[src/rtl/lcd_seq_pkg.sv]
package lcd_seq_pkg;

    typedef enum logic [1:0] {
        MODE_HBLANK = 2'd0,
        MODE_VBLANK = 2'd1,
        MODE_OAM    = 2'd2,
        MODE_XFER   = 2'd3
    } lcd_mode_e;

    typedef enum logic [2:0] {
        ST_OFF      = 3'd0,
        ST_OAM_SCAN = 3'd1,
        ST_XFER     = 3'd2,
        ST_HBLANK   = 3'd3,
        ST_VBLANK   = 3'd4
    } seq_state_e;

    typedef struct packed {
        logic hblank;
        logic vblank;
        logic oam;
    } mode_entry_t;

endpackage

[src/rtl/lcd_dot_line_ctr.sv]
module lcd_dot_line_ctr #(
    parameter int DOTS_PER_LINE = 456,
    parameter int TOTAL_LINES   = 154,
    parameter int DOT_W         = 9,
    parameter int LY_W          = 8
) (
    input  logic            clk,
    input  logic            rst_n,
    input  logic            run,
    input  logic            step,
    output logic [DOT_W-1:0] dot_q,
    output logic [LY_W-1:0]  line_q,
    output logic [DOT_W-1:0] dot_nxt,
    output logic [LY_W-1:0]  line_nxt
);

    localparam logic [DOT_W-1:0] DOT_LAST  = DOT_W'(DOTS_PER_LINE - 1);
    localparam logic [LY_W-1:0]  LINE_LAST = LY_W'(TOTAL_LINES - 1);

    always_comb begin
        dot_nxt  = dot_q;
        line_nxt = line_q;
        if (!run) begin
            dot_nxt  = '0;
            line_nxt = '0;
        end else if (step) begin
            if (dot_q == DOT_LAST) begin
                dot_nxt  = '0;
                line_nxt = (line_q == LINE_LAST) ? '0 : line_q + LY_W'(1);
            end else begin
                dot_nxt = dot_q + DOT_W'(1);
            end
        end
    end

    always_ff @(posedge clk or negedge rst_n) begin
        if (!rst_n) begin
            dot_q  <= '0;
            line_q <= '0;
        end else begin
            dot_q  <= dot_nxt;
            line_q <= line_nxt;
        end
    end

endmodule

[src/rtl/lcd_mode_fsm.sv]
module lcd_mode_fsm
    import lcd_seq_pkg::*;
#(
    parameter int OAM_DOTS  = 80,
    parameter int XFER_DOTS = 172,
    parameter int VIS_LINES = 144,
    parameter int DOT_W     = 9,
    parameter int LY_W      = 8
) (
    input  logic             clk,
    input  logic             rst_n,
    input  logic             run,
    input  logic             step,
    input  logic [DOT_W-1:0] dot_nxt,
    input  logic [LY_W-1:0]  line_nxt,
    output lcd_mode_e        mode,
    output mode_entry_t      entry
);

    localparam logic [DOT_W-1:0] XFER_START = DOT_W'(OAM_DOTS);
    localparam logic [DOT_W-1:0] HB_START   = DOT_W'(OAM_DOTS + XFER_DOTS);
    localparam logic [LY_W-1:0]  VB_LINE    = LY_W'(VIS_LINES);

    seq_state_e state_q, state_nxt;
    logic       line_wrap;

    assign line_wrap = step && (dot_nxt == '0);

    // State register
    always_ff @(posedge clk or negedge rst_n) begin
        if (!rst_n) state_q <= ST_OFF;
        else        state_q <= state_nxt;
    end

    // Transitions
    always_comb begin
        state_nxt = state_q;
        if (!run) begin
            state_nxt = ST_OFF;
        end else begin
            unique case (state_q)
                ST_OFF:      if (step) state_nxt = ST_OAM_SCAN;
                ST_OAM_SCAN: if (step && dot_nxt == XFER_START) state_nxt = ST_XFER;
                ST_XFER:     if (step && dot_nxt == HB_START) state_nxt = ST_HBLANK;
                ST_HBLANK:   if (line_wrap)
                                 state_nxt = (line_nxt == VB_LINE) ? ST_VBLANK : ST_OAM_SCAN;
                ST_VBLANK:   if (line_wrap && line_nxt == '0) state_nxt = ST_OAM_SCAN;
                default:     state_nxt = ST_OFF;
            endcase
        end
    end

    // Outputs
    always_comb begin
        unique case (state_q)
            ST_OAM_SCAN: mode = MODE_OAM;
            ST_XFER:     mode = MODE_XFER;
            ST_VBLANK:   mode = MODE_VBLANK;
            default:     mode = MODE_HBLANK;
        endcase
        entry.hblank = (state_nxt == ST_HBLANK)   && (state_q != ST_HBLANK);
        entry.vblank = (state_nxt == ST_VBLANK)   && (state_q != ST_VBLANK);
        entry.oam    = (state_nxt == ST_OAM_SCAN) && (state_q != ST_OAM_SCAN);
    end

endmodule

[src/rtl/lcd_irq_gen.sv]
module lcd_irq_gen
    import lcd_seq_pkg::*;
#(
    parameter int LY_W = 8
) (
    input  logic            clk,
    input  logic            rst_n,
    input  logic            run,
    input  mode_entry_t     entry,
    input  logic            ie_hblank,
    input  logic            ie_vblank,
    input  logic            ie_oam,
    input  logic            ie_lyc,
    input  logic [LY_W-1:0] line_nxt,
    input  logic [LY_W-1:0] lyc_cmp,
    output logic            ly_match,
    output logic            line_render,
    output logic            irq_vblank,
    output logic            irq_stat
);

    logic match_nxt;
    logic match_rise;
    logic stat_any;

    always_comb begin
        match_nxt  = run && (line_nxt == lyc_cmp);
        match_rise = match_nxt && !ly_match;
        stat_any   = (entry.hblank && ie_hblank) ||
                     (entry.vblank && ie_vblank) ||
                     (entry.oam    && ie_oam)    ||
                     (match_rise   && ie_lyc);
    end

    always_ff @(posedge clk or negedge rst_n) begin
        if (!rst_n) begin
            ly_match    <= 1'b0;
            line_render <= 1'b0;
            irq_vblank  <= 1'b0;
            irq_stat    <= 1'b0;
        end else begin
            ly_match    <= match_nxt;
            line_render <= run && entry.hblank;
            irq_vblank  <= run && entry.vblank;
            irq_stat    <= run && stat_any;
        end
    end

endmodule

[src/rtl/lcd_mode_seq.sv]
module lcd_mode_seq
    import lcd_seq_pkg::*;
#(
    parameter int DOTS_PER_LINE = 456,
    parameter int OAM_DOTS      = 80,
    parameter int XFER_DOTS     = 172,
    parameter int VIS_LINES     = 144,
    parameter int TOTAL_LINES   = 154
) (
    input  logic       clk,
    input  logic       rst_n,
    input  logic       dot_en,
    input  logic       disp_on,
    input  logic       ie_hblank,
    input  logic       ie_vblank,
    input  logic       ie_oam,
    input  logic       ie_lyc,
    input  logic [7:0] lyc_cmp,
    output logic [1:0] mode,
    output logic [7:0] ly,
    output logic       ly_match,
    output logic       line_render,
    output logic       irq_vblank,
    output logic       irq_stat
);

    localparam int DOT_W = $clog2(DOTS_PER_LINE);
    localparam int LY_W  = 8;

    logic [DOT_W-1:0] dot_q, dot_nxt;
    logic [LY_W-1:0]  line_q, line_nxt;
    logic             step;
    lcd_mode_e        mode_w;
    mode_entry_t      entry_w;

    assign step = dot_en && disp_on;

    lcd_dot_line_ctr #(
        .DOTS_PER_LINE(DOTS_PER_LINE),
        .TOTAL_LINES  (TOTAL_LINES),
        .DOT_W        (DOT_W),
        .LY_W         (LY_W)
    ) u_ctr (
        .clk     (clk),
        .rst_n   (rst_n),
        .run     (disp_on),
        .step    (step),
        .dot_q   (dot_q),
        .line_q  (line_q),
        .dot_nxt (dot_nxt),
        .line_nxt(line_nxt)
    );

    lcd_mode_fsm #(
        .OAM_DOTS (OAM_DOTS),
        .XFER_DOTS(XFER_DOTS),
        .VIS_LINES(VIS_LINES),
        .DOT_W    (DOT_W),
        .LY_W     (LY_W)
    ) u_fsm (
        .clk     (clk),
        .rst_n   (rst_n),
        .run     (disp_on),
        .step    (step),
        .dot_nxt (dot_nxt),
        .line_nxt(line_nxt),
        .mode    (mode_w),
        .entry   (entry_w)
    );

    lcd_irq_gen #(
        .LY_W(LY_W)
    ) u_irq (
        .clk        (clk),
        .rst_n      (rst_n),
        .run        (disp_on),
        .entry      (entry_w),
        .ie_hblank  (ie_hblank),
        .ie_vblank  (ie_vblank),
        .ie_oam     (ie_oam),
        .ie_lyc     (ie_lyc),
        .line_nxt   (line_nxt),
        .lyc_cmp    (lyc_cmp),
        .ly_match   (ly_match),
        .line_render(line_render),
        .irq_vblank (irq_vblank),
        .irq_stat   (irq_stat)
    );

    assign mode = mode_w;
    assign ly   = line_q;

    // dot_q is kept for completeness of the counter; only its next value is consumed
    logic unused_dot;
    assign unused_dot = ^dot_q;

endmodule

[config.mk]
export PLATFORM = sky130hd
export DESIGN_NAME = lcd_mode_seq
export DESIGN_NICKNAME = d
export VERILOG_FILES = /design/src/rtl/lcd_seq_pkg.sv /design/src/rtl/lcd_dot_line_ctr.sv /design/src/rtl/lcd_mode_fsm.sv /design/src/rtl/lcd_irq_gen.sv /design/src/rtl/lcd_mode_seq.sv
export SDC_FILE = /design/constraint.sdc
export NUM_CORES = 1
export LEC_CHECK = 0
export CAP_MARGIN = 15
export CORE_MARGIN = 1
export CORE_UTILIZATION = 30
export CTS_BUF_LIST = sky130_fd_sc_hd__clkbuf_4
export DETAILED_ROUTE_END_ITERATION = 16
export PLACE_DENSITY = 0.47
export RECOVER_POWER = 25
export SLEW_MARGIN = 20
export SYNTH_ARGS = -nofsm -noshare
export SYNTH_HDL_FRONTEND = slang
export SYNTH_SLANG_ARGS = --single-unit
[constraint.sdc]
create_clock -name clk -period 3.1 [get_ports clk]
set_input_delay 0.465 -clock clk [delete_from_list [all_inputs] [get_ports clk]]
set_output_delay 0.465 -clock clk [all_outputs]
set_load 0.01 [all_outputs]
==> results of run 1 <==
-- stage by stage --
step	setup WS, ps	TNS (ps)	utilization [%]	total power, mW	cells
floorplan	372	0	-	0.366	227
global placement	-171	-177	40.0	0.418	342
detailed placement	-179	-201	40.0	0.418	342
CTS	166	0	40.9	0.661	346
global route	19.1	0	40.9	0.686	347
finish	152	0	40.9	0.652	347
-- metal layers --
layer / routed length (um) / GRT usage (%) / vias up
li1: - / - / 945
met1: 2890 / 26.6 / 928
met2: 2530 / 28.3 / 35
met3: 127 / 2.00 / 2
met4: 34 / 3.68 / 0
met5: 0 / 0 / -
-- worst reg2reg max path, stage by stage, from the launching register on --
cell	delay (ps)
dfrtp_1	390
ha_1	270
nand2_1	100
or4_4	530
a211oi_2	240
nor3_1	110
or4_4	540
o32a_1	370
o21ai_2	70
nand4b_1	100
nand2_1	70
-- state kept, by name, summed over array words and instances, names as in the netlist --
signal,cells
u_ctr.dot_q,9
u_ctr.line_q,8
u_fsm.state_q,3
u_irq.irq_stat,1
u_irq.irq_vblank,1
u_irq.line_render,1
u_irq.ly_match,1
-- cells by family (layout without fill, tap and decap cells) --
group / count (synthesis) / in the layout / share of synthesized area, %
AND/OR/NAND/NOR: 98 / 98 / 30.1
AO/OA/AOI/OAI: 59 / 59 / 23.1
buffers and inverters: 31 / 76 / 8.03
flip-flops: 24 / 24 / 31.3
XOR/XNOR: 12 / 12 / 5.48
adder cells (fa/ha/maj): 3 / 3 / 1.96
-- how the worst max path moves through the flow --
stage,from,to,slack (ps),cells after the start
floorplan,u_ctr.dot_q[0]$_DFF_PN0_,u_irq.irq_stat$_DFF_PN0_,370,11
finish,dot_en,u_irq.irq_stat$_DFF_PN0_,150,10
CTS,u_ctr.line_q[1]$_DFF_PN0_,u_irq.irq_stat$_DFF_PN0_,170,11
detailed placement,dot_en,u_irq.irq_stat$_DFF_PN0_,-180,10
global placement,dot_en,u_irq.irq_stat$_DFF_PN0_,-170,10
global route,u_ctr.line_q[1]$_DFF_PN0_,u_irq.irq_stat$_DFF_PN0_,20,12
-- synthesized netlist by cell type, types with 2 or more instances --
cell type  number  area, um2
nand4_1         5       31.3
and2_1          3       18.8
buf_2           6       30.0
a21oi_1        18       90.1
or3_1           4       25.0
a31oi_1         2       12.5
or4_1           4       30.0
o211ai_1        4       30.0
xnor2_1         8       70.1
o41ai_1         2       17.5
nor4_1          4       25.0
nor2b_1         2       12.5
nor2_1         13       48.8
o21ai_0         5       25.0
buf_4           4       30.0
and3_1          6       37.5
buf_6           2       22.5
ha_1            3       37.5
nor4b_1         3       26.3
inv_1          13       48.8
dfrtp_1        24        601
a31o_2          4       35.0
nand4b_1        2       17.5
or4_4           2       22.5
clkbuf_1        4       15.0
o32a_1          3       30.0
o31ai_1         2       15.0
nand3_1        12       60.1
nand3b_1        3       22.5
xor2_1          4       35.0
nor3_1         10       50.1
o21a_1          2       15.0
nand2_1        18       67.6
-- power by group through the flow --
stage,Clock (mW),Combinational (mW),Sequential (mW)
4_1_cts,0.249,0.0920,0.320
3_5_place_dp,0,0.0916,0.326
5_1_grt,0.266,0.0988,0.321
2_1_floorplan,0,0.0410,0.325
6_report,0.242,0.0905,0.320
3_3_place_gp,0,0.0917,0.326
-- layout make-up --
| class | count | area (um2) | area share [%] |
|---|---|---|---|
| clock buffer | 3 | 22.5 | 0.913 |
| clock inverter | 1 | 30.0 | 1.22 |
| inverter | 14 | 52.6 | 2.13 |
| multi-input combinational | 172 | 1160 | 47.1 |
| sequential | 24 | 601 | 24.4 |
| tap | 75 | 93.8 | 3.81 |
| timing repair buffer | 58 | 504 | 20.4 |
-- what timing repair did --
item	CTS	global route
setup endpoints to repair	0	2
setup buffers	0	1
hold buffers	0	0
==> reports/qor.csv, run 1 <==
stage,metric,value,unit
power,Clk pwr share,37.1,%
routing,DRT antenna net count,0,
clock_tree,TritonCTS Sinks,24,
timing,Final Slew Violations,0,
logic_synthesis,Post-synth ARST share,100,%
routing,final wirelength,5590,um
worst_setup_path,CP max stage cell,clkdlybuf4s50_1,
power,Logic pwr share,13.9,%
clock_tree,CTS buffer count,3,
worst_setup_path,Worst Reg-to-Reg Cells,10,
worst_setup_path,"most used cell, CP",nor4_1,
power,PD cells,265,nW/um2
layout,"commonest non-fill, non-tap cells in the layout","clkdlybuf4s50_1 (28), buf_4 (28), dfrtp_1 (24), a21oi_1 (18), nand2_1 (18)",
logic_synthesis,Avg Inst Size Synth,8.44,um2
worst_setup_path,WP data arrival,3230,ps
timing,Worst Hold Margin,692,ps
worst_setup_path,crit path cell chain,clkdlybuf4s50_1 -> and2_1 -> a2111oi_0 -> a31oi_1 -> nor4_1 -> o21ai_0 -> nor4_1 -> and3_1 -> a222oi_1 -> nand2_1,
hold_path,Worst Hold End,u_fsm.state_q[1]$_DFF_PN0_,
logic_synthesis,Cells after Synth,227,
global_routing,pin count of the biggest net entering global routing,25,
routing,Iter 0 DRT Violations,114,
flow_run,MaxCap Viol Count,0,
floorplanning,Core ar.,6030,um2
timing,Worst Skew,4.99,ps
clock_tree,H-tree Lvls,1,
power,Pleak,1.04,nW
timing,final-report hold violation count,0,
place,DP Area,2410,um2
power,Peak supply drop,0.165,mV
run_status,status,finished clean,
place,Placer Congestion,0.875,
power,Switching Power,0.159,mW
logic_synthesis,"FF+latch count, synth",24,
clock_tree,CTS tree,yes,
power,cell-internal power,0.493,mW
layout,diode count,0,
worst_setup_path,CP Max Fanout,10,
place,Port Buffer Count,29,
layout,final instance area,2470,um2
place,DP HPWL,4280,um
worst_setup_path,CP bufs+invs,1,
worst_setup_path,CP max stage delay,580,ps
worst_setup_path,cell family with most CP delay,simple AND/OR/NAND/NOR gates,
worst_setup_path,worst path required time,3380,ps
logic_synthesis,YS warnings,0,
logic_synthesis,Post-Syn Nets,246,
clock_tree,post-cts sizing count,0,
clock_tree,clock latency on the worst-skew pair,330,ps
hold_path,worst hold start,u_fsm.state_q[2]$_DFF_PN0_,
routing,vias per cell,5.50,
clock_tree,clk buf depth,2,
hold_path,hold depth,2,
timing,final cycle utilization of the critical path,95.1,%
worst_setup_path,Critical R2R Capture,u_irq.irq_stat$_DFF_PN0_,
timing,unrepaired setup endpoints after global routing,false,
floorplanning,chip width,81.9,um
hold_path,Worst Hold Class,reg -> reg,
logic_synthesis,Post-synth EDFFs,0,
logic_synthesis,Mapped Area,1920,um2
worst_setup_path,worst reg2reg setup slack,260,ps
timing,final setup fails,0,
clock_tree,clk slew on worst S/H paths,160,ps
floorplanning,DIE HEIGHT,81.9,um
layout,Final Net Count,292,
routing,DR vias,1910,
logic_synthesis,"Top FF cell, synth",dfrtp_1,
routing,post-DR wirelength/cell,16.1,um
timing,Period minus WS final,2950,ps
global_routing,total gr overflow,0,
layout,"Area growth, synth to finish",28.7,%
worst_setup_path,critical path class,in -> reg,
worst_setup_path,CP startpoint kind,primary input,
global_routing,initial antenna violation count,0,
logic_synthesis,Yosys cell types,59,
floorplanning,Row Count,28,
worst_setup_path,Critical Path End Type,flip-flop,
logic_synthesis,sequential area share after synthesis,31.3,%
routing,Detailed Routing Iterations Pass 1,6,
clock_tree,Clock Tree Root,clkbuf_4,
timing,max_slew headroom,5.27,%
floorplanning,Ports,30,
worst_setup_path,reg2reg start,u_ctr.dot_q[0]$_DFF_PN0_,
layout,share of layout cells above drive strength 1,16.9,%
global_routing,GRT Total Usage,18.1,%
routing,Remaining DRCs,0,
power,sequential share of power,49.1,%
power,Switching Share,24.4,%
timing,Max Freq,339,MHz
timing,Tightest Pin Transition,1420,ps
floorplanning,die area,6710,um2
global_routing,vias in the first global route,1774,
layout,Fill cells,637,
floorplanning,Initial Util,31.8,%
global_routing,first-pass GRT wire length,9140,um
Note: power is estimated with default switching activity, not from simulation.
==> run 2: changes to the inputs <==
--- a/config.mk
+++ b/config.mk
@@ -6,6 +6,7 @@
 export NUM_CORES = 1
 export LEC_CHECK = 0
 export CAP_MARGIN = 15
+export CORE_ASPECT_RATIO = 0.8
 export CORE_MARGIN = 1
 export CORE_UTILIZATION = 30
 export CTS_BUF_LIST = sky130_fd_sc_hd__clkbuf_4
==> constraint.sdc (replaced) <==
create_clock -name clk -period 3.75 [get_ports clk]
set_input_delay 0.5625 -clock clk [delete_from_list [all_inputs] [get_ports clk]]
set_output_delay 0.5625 -clock clk [all_outputs]
set_load 0.01 [all_outputs]
==> reports/qor.csv, run 2 (synthesized netlist as in run 1, its figures left out) <==
stage,metric,value,unit
worst_setup_path,cell family with most CP delay,simple AND/OR/NAND/NOR gates,
timing,Max Freq,311,MHz
flow_run,MaxCap Viol Count,0,
layout,"Core Util, Final",38.2,%
worst_setup_path,crit path cell chain,ha_1 -> and4bb_1 -> nand3_1 -> or4_1 -> a21oi_1 -> xor2_1 -> nor4_1 -> a222oi_1 -> nand2_1,
power,Peak supply drop,0.115,mV
timing,max_slew headroom,6.03,%
worst_setup_path,Critical Path End Type,flip-flop,
worst_setup_path,worst path required time,4030,ps
routing,Iter 0 DRT Violations,190,
timing,final setup fails,0,
floorplanning,Core ar.,6040,um2
clock_tree,H-tree Lvls,1,
worst_setup_path,CP max stage cell,or4_1,
clock_tree,post-cts sizing count,0,
power,Switching Share,25.5,%
clock_tree,TritonCTS Sinks,24,
clock_tree,Clock Tree Root,clkbuf_4,
layout,"commonest non-fill, non-tap cell in the layout",clkdlybuf4s50_1,
power,cell-internal power,0.403,mW
timing,Period minus WS final,3210,ps
layout,Biggest register,u_ctr.dot_q,
routing,DR vias,1835,
layout,diode count,0,
clock_tree,CTS buffer count,3,
floorplanning,Initial Util,31.8,%
floorplanning,die area,6720,um2
timing,Worst Skew,14.3,ps
timing,Worst Hold Margin,594,ps
timing,Tightest Pin Transition,1410,ps
global_routing,total gr overflow,0,
hold_path,Worst Hold Class,reg -> reg,
clock_tree,clock latency on the worst-skew pair,340,ps
floorplanning,chip width,91.4,um
power,Clk pwr share,38.3,%
power,Switching Power,0.138,mW
layout,share of layout cells above drive strength 1,9.60,%
place,Port Buffer Count,29,
power,PD cells,234,nW/um2
worst_setup_path,CP startpoint kind,flip-flop,
worst_setup_path,CP max stage delay,550,ps
place,DP HPWL,4060,um
routing,post-DR wirelength/cell,16.4,um
power,Pleak,0.932,nW
timing,Setup TNS,0,ps
worst_setup_path,Worst Reg-to-Reg Cells,9,
clock_tree,clk slew on worst S/H paths,170,ps
layout,top flop regs,"u_ctr.dot_q: 9 flops, u_ctr.line_q: 8 flops, u_fsm.state_q: 3 flops",
clock_tree,# hold bufs at CTS,0,
worst_setup_path,critical path class,reg -> reg,
layout,max FFs per register,9,
global_routing,vias in the first global route,1668,
layout,"Area growth, synth to finish",20.4,%
power,sequential share of power,49.2,%
place,Placer Congestion,0.817,
global_routing,initial antenna violation count,0,
timing,Final Slew Violations,0,
global_routing,first-pass GRT wire length,9090,um
routing,DRT antenna net count,0,
clock_tree,clk buf depth,2,
floorplanning,Ports,30,
routing,Remaining DRCs,0,
worst_setup_path,stages on the worst setup path,9,
layout,Final Net Count,270,
timing,final-report hold violation count,0,
routing,Detailed Routing Iterations Pass 1,4,
worst_setup_path,CP bufs+invs,0,
worst_setup_path,CP Max Fanout,9,
run_status,status,finished clean,
timing,final cycle utilization of the critical path,85.7,%
floorplanning,Row Count,25,
worst_setup_path,WP data arrival,3500,ps
clock_tree,CTS tree,yes,
global_routing,pin count of the biggest net entering global routing,25,
floorplanning,DIE HEIGHT,73.5,um
clock_tree,"Setup Fix Bufs, Post-CTS",0,
routing,final wirelength,5440,um
power,Logic pwr share,12.6,%
timing,unrepaired setup endpoints after global routing,false,
routing,vias per cell,5.54,
layout,"commonest non-fill, non-tap cells in the layout","clkdlybuf4s50_1 (28), dfrtp_1 (24), a21oi_1 (18), nand2_1 (18)",
global_routing,GRT Total Usage,17.5,%
hold_path,hold depth,2,
-- run 2: cell types whose count changed in the layout (fill, tap and decap cells not counted), sizes merged --
cell | previous run | this run
buf | 28 | 6
-- run 2: per-stage QoR --
stage	power (mW)	instance area (um2)	setup slack (ps)	instances
4_1_cts	0.549	2310	543	331
2_1_floorplan	0.302	1920	1020	227
5_1_grt	0.565	2310	213	331
6_report	0.541	2310	537	331
3_3_place_gp	0.341	2260	265	327
3_5_place_dp	0.340	2260	222	327
-- run 2: worst min-delay path, delay by kind of cell, from the launching register on --
family | cells | cell delay, ps
AND/OR/NAND/NOR | 1 | 70
AO/OA/AOI/OAI | 1 | 50
flip-flops | 1 | 450
-- run 2: cell type report --
| cell class | count | area (um2) |
|---|---|---|
| fillers | 617 | 3730 |
| multi-input cells | 172 | 1160 |
| flip-flops and latches | 24 | 601 |
| repair buffers | 36 | 339 |
| well taps | 81 | 101 |
| inverters | 14 | 52.6 |
| clock inverters | 1 | 30.0 |
| clock buffers | 3 | 22.5 |
-- run 2: worst paths after layout --
| check | startpoint | to | slack [ps] |
|---|---|---|---|
| min in group asynchronous | rst_n | u_ctr.dot_q[2]$_DFF_PN0_ | 1050 |
| worst min-delay path | u_ctr.dot_q[1]$_DFF_PN0_ | u_ctr.dot_q[1]$_DFF_PN0_ | 590 |
| max in group asynchronous | rst_n | u_ctr.line_q[4]$_DFF_PN0_ | 1870 |
| worst max-delay path | u_ctr.dot_q[0]$_DFF_PN0_ | u_irq.irq_stat$_DFF_PN0_ | 540 |
| worst min register to register | u_ctr.dot_q[1]$_DFF_PN0_ | u_ctr.dot_q[1]$_DFF_PN0_ | 590 |
| worst max register to register | u_ctr.dot_q[0]$_DFF_PN0_ | u_irq.irq_stat$_DFF_PN0_ | 540 |
-- run 2: power groups by stage --
stage	Sequential (mW)	Clock, mW	Combinational, mW
detailed placement	0.271	0	0.0690
floorplan	0.269	0	0.0339
CTS	0.266	0.213	0.0696
global placement	0.271	0	0.0699
global route	0.267	0.223	0.0755
finish	0.266	0.207	0.0680
-- run 2: layer usage --
metal | share of wire (%) | up-vias | track usage (%) | routed length, um
li1 | - | 898 | - | -
met1 | 52 | 864 | 28.4 | 2830
met2 | 40 | 71 | 23.7 | 2180
met3 | 7.3 | 2 | 3.11 | 396
met4 | 0.40 | 0 | 2.47 | 22
met5 | 0 | - | 0 | 0
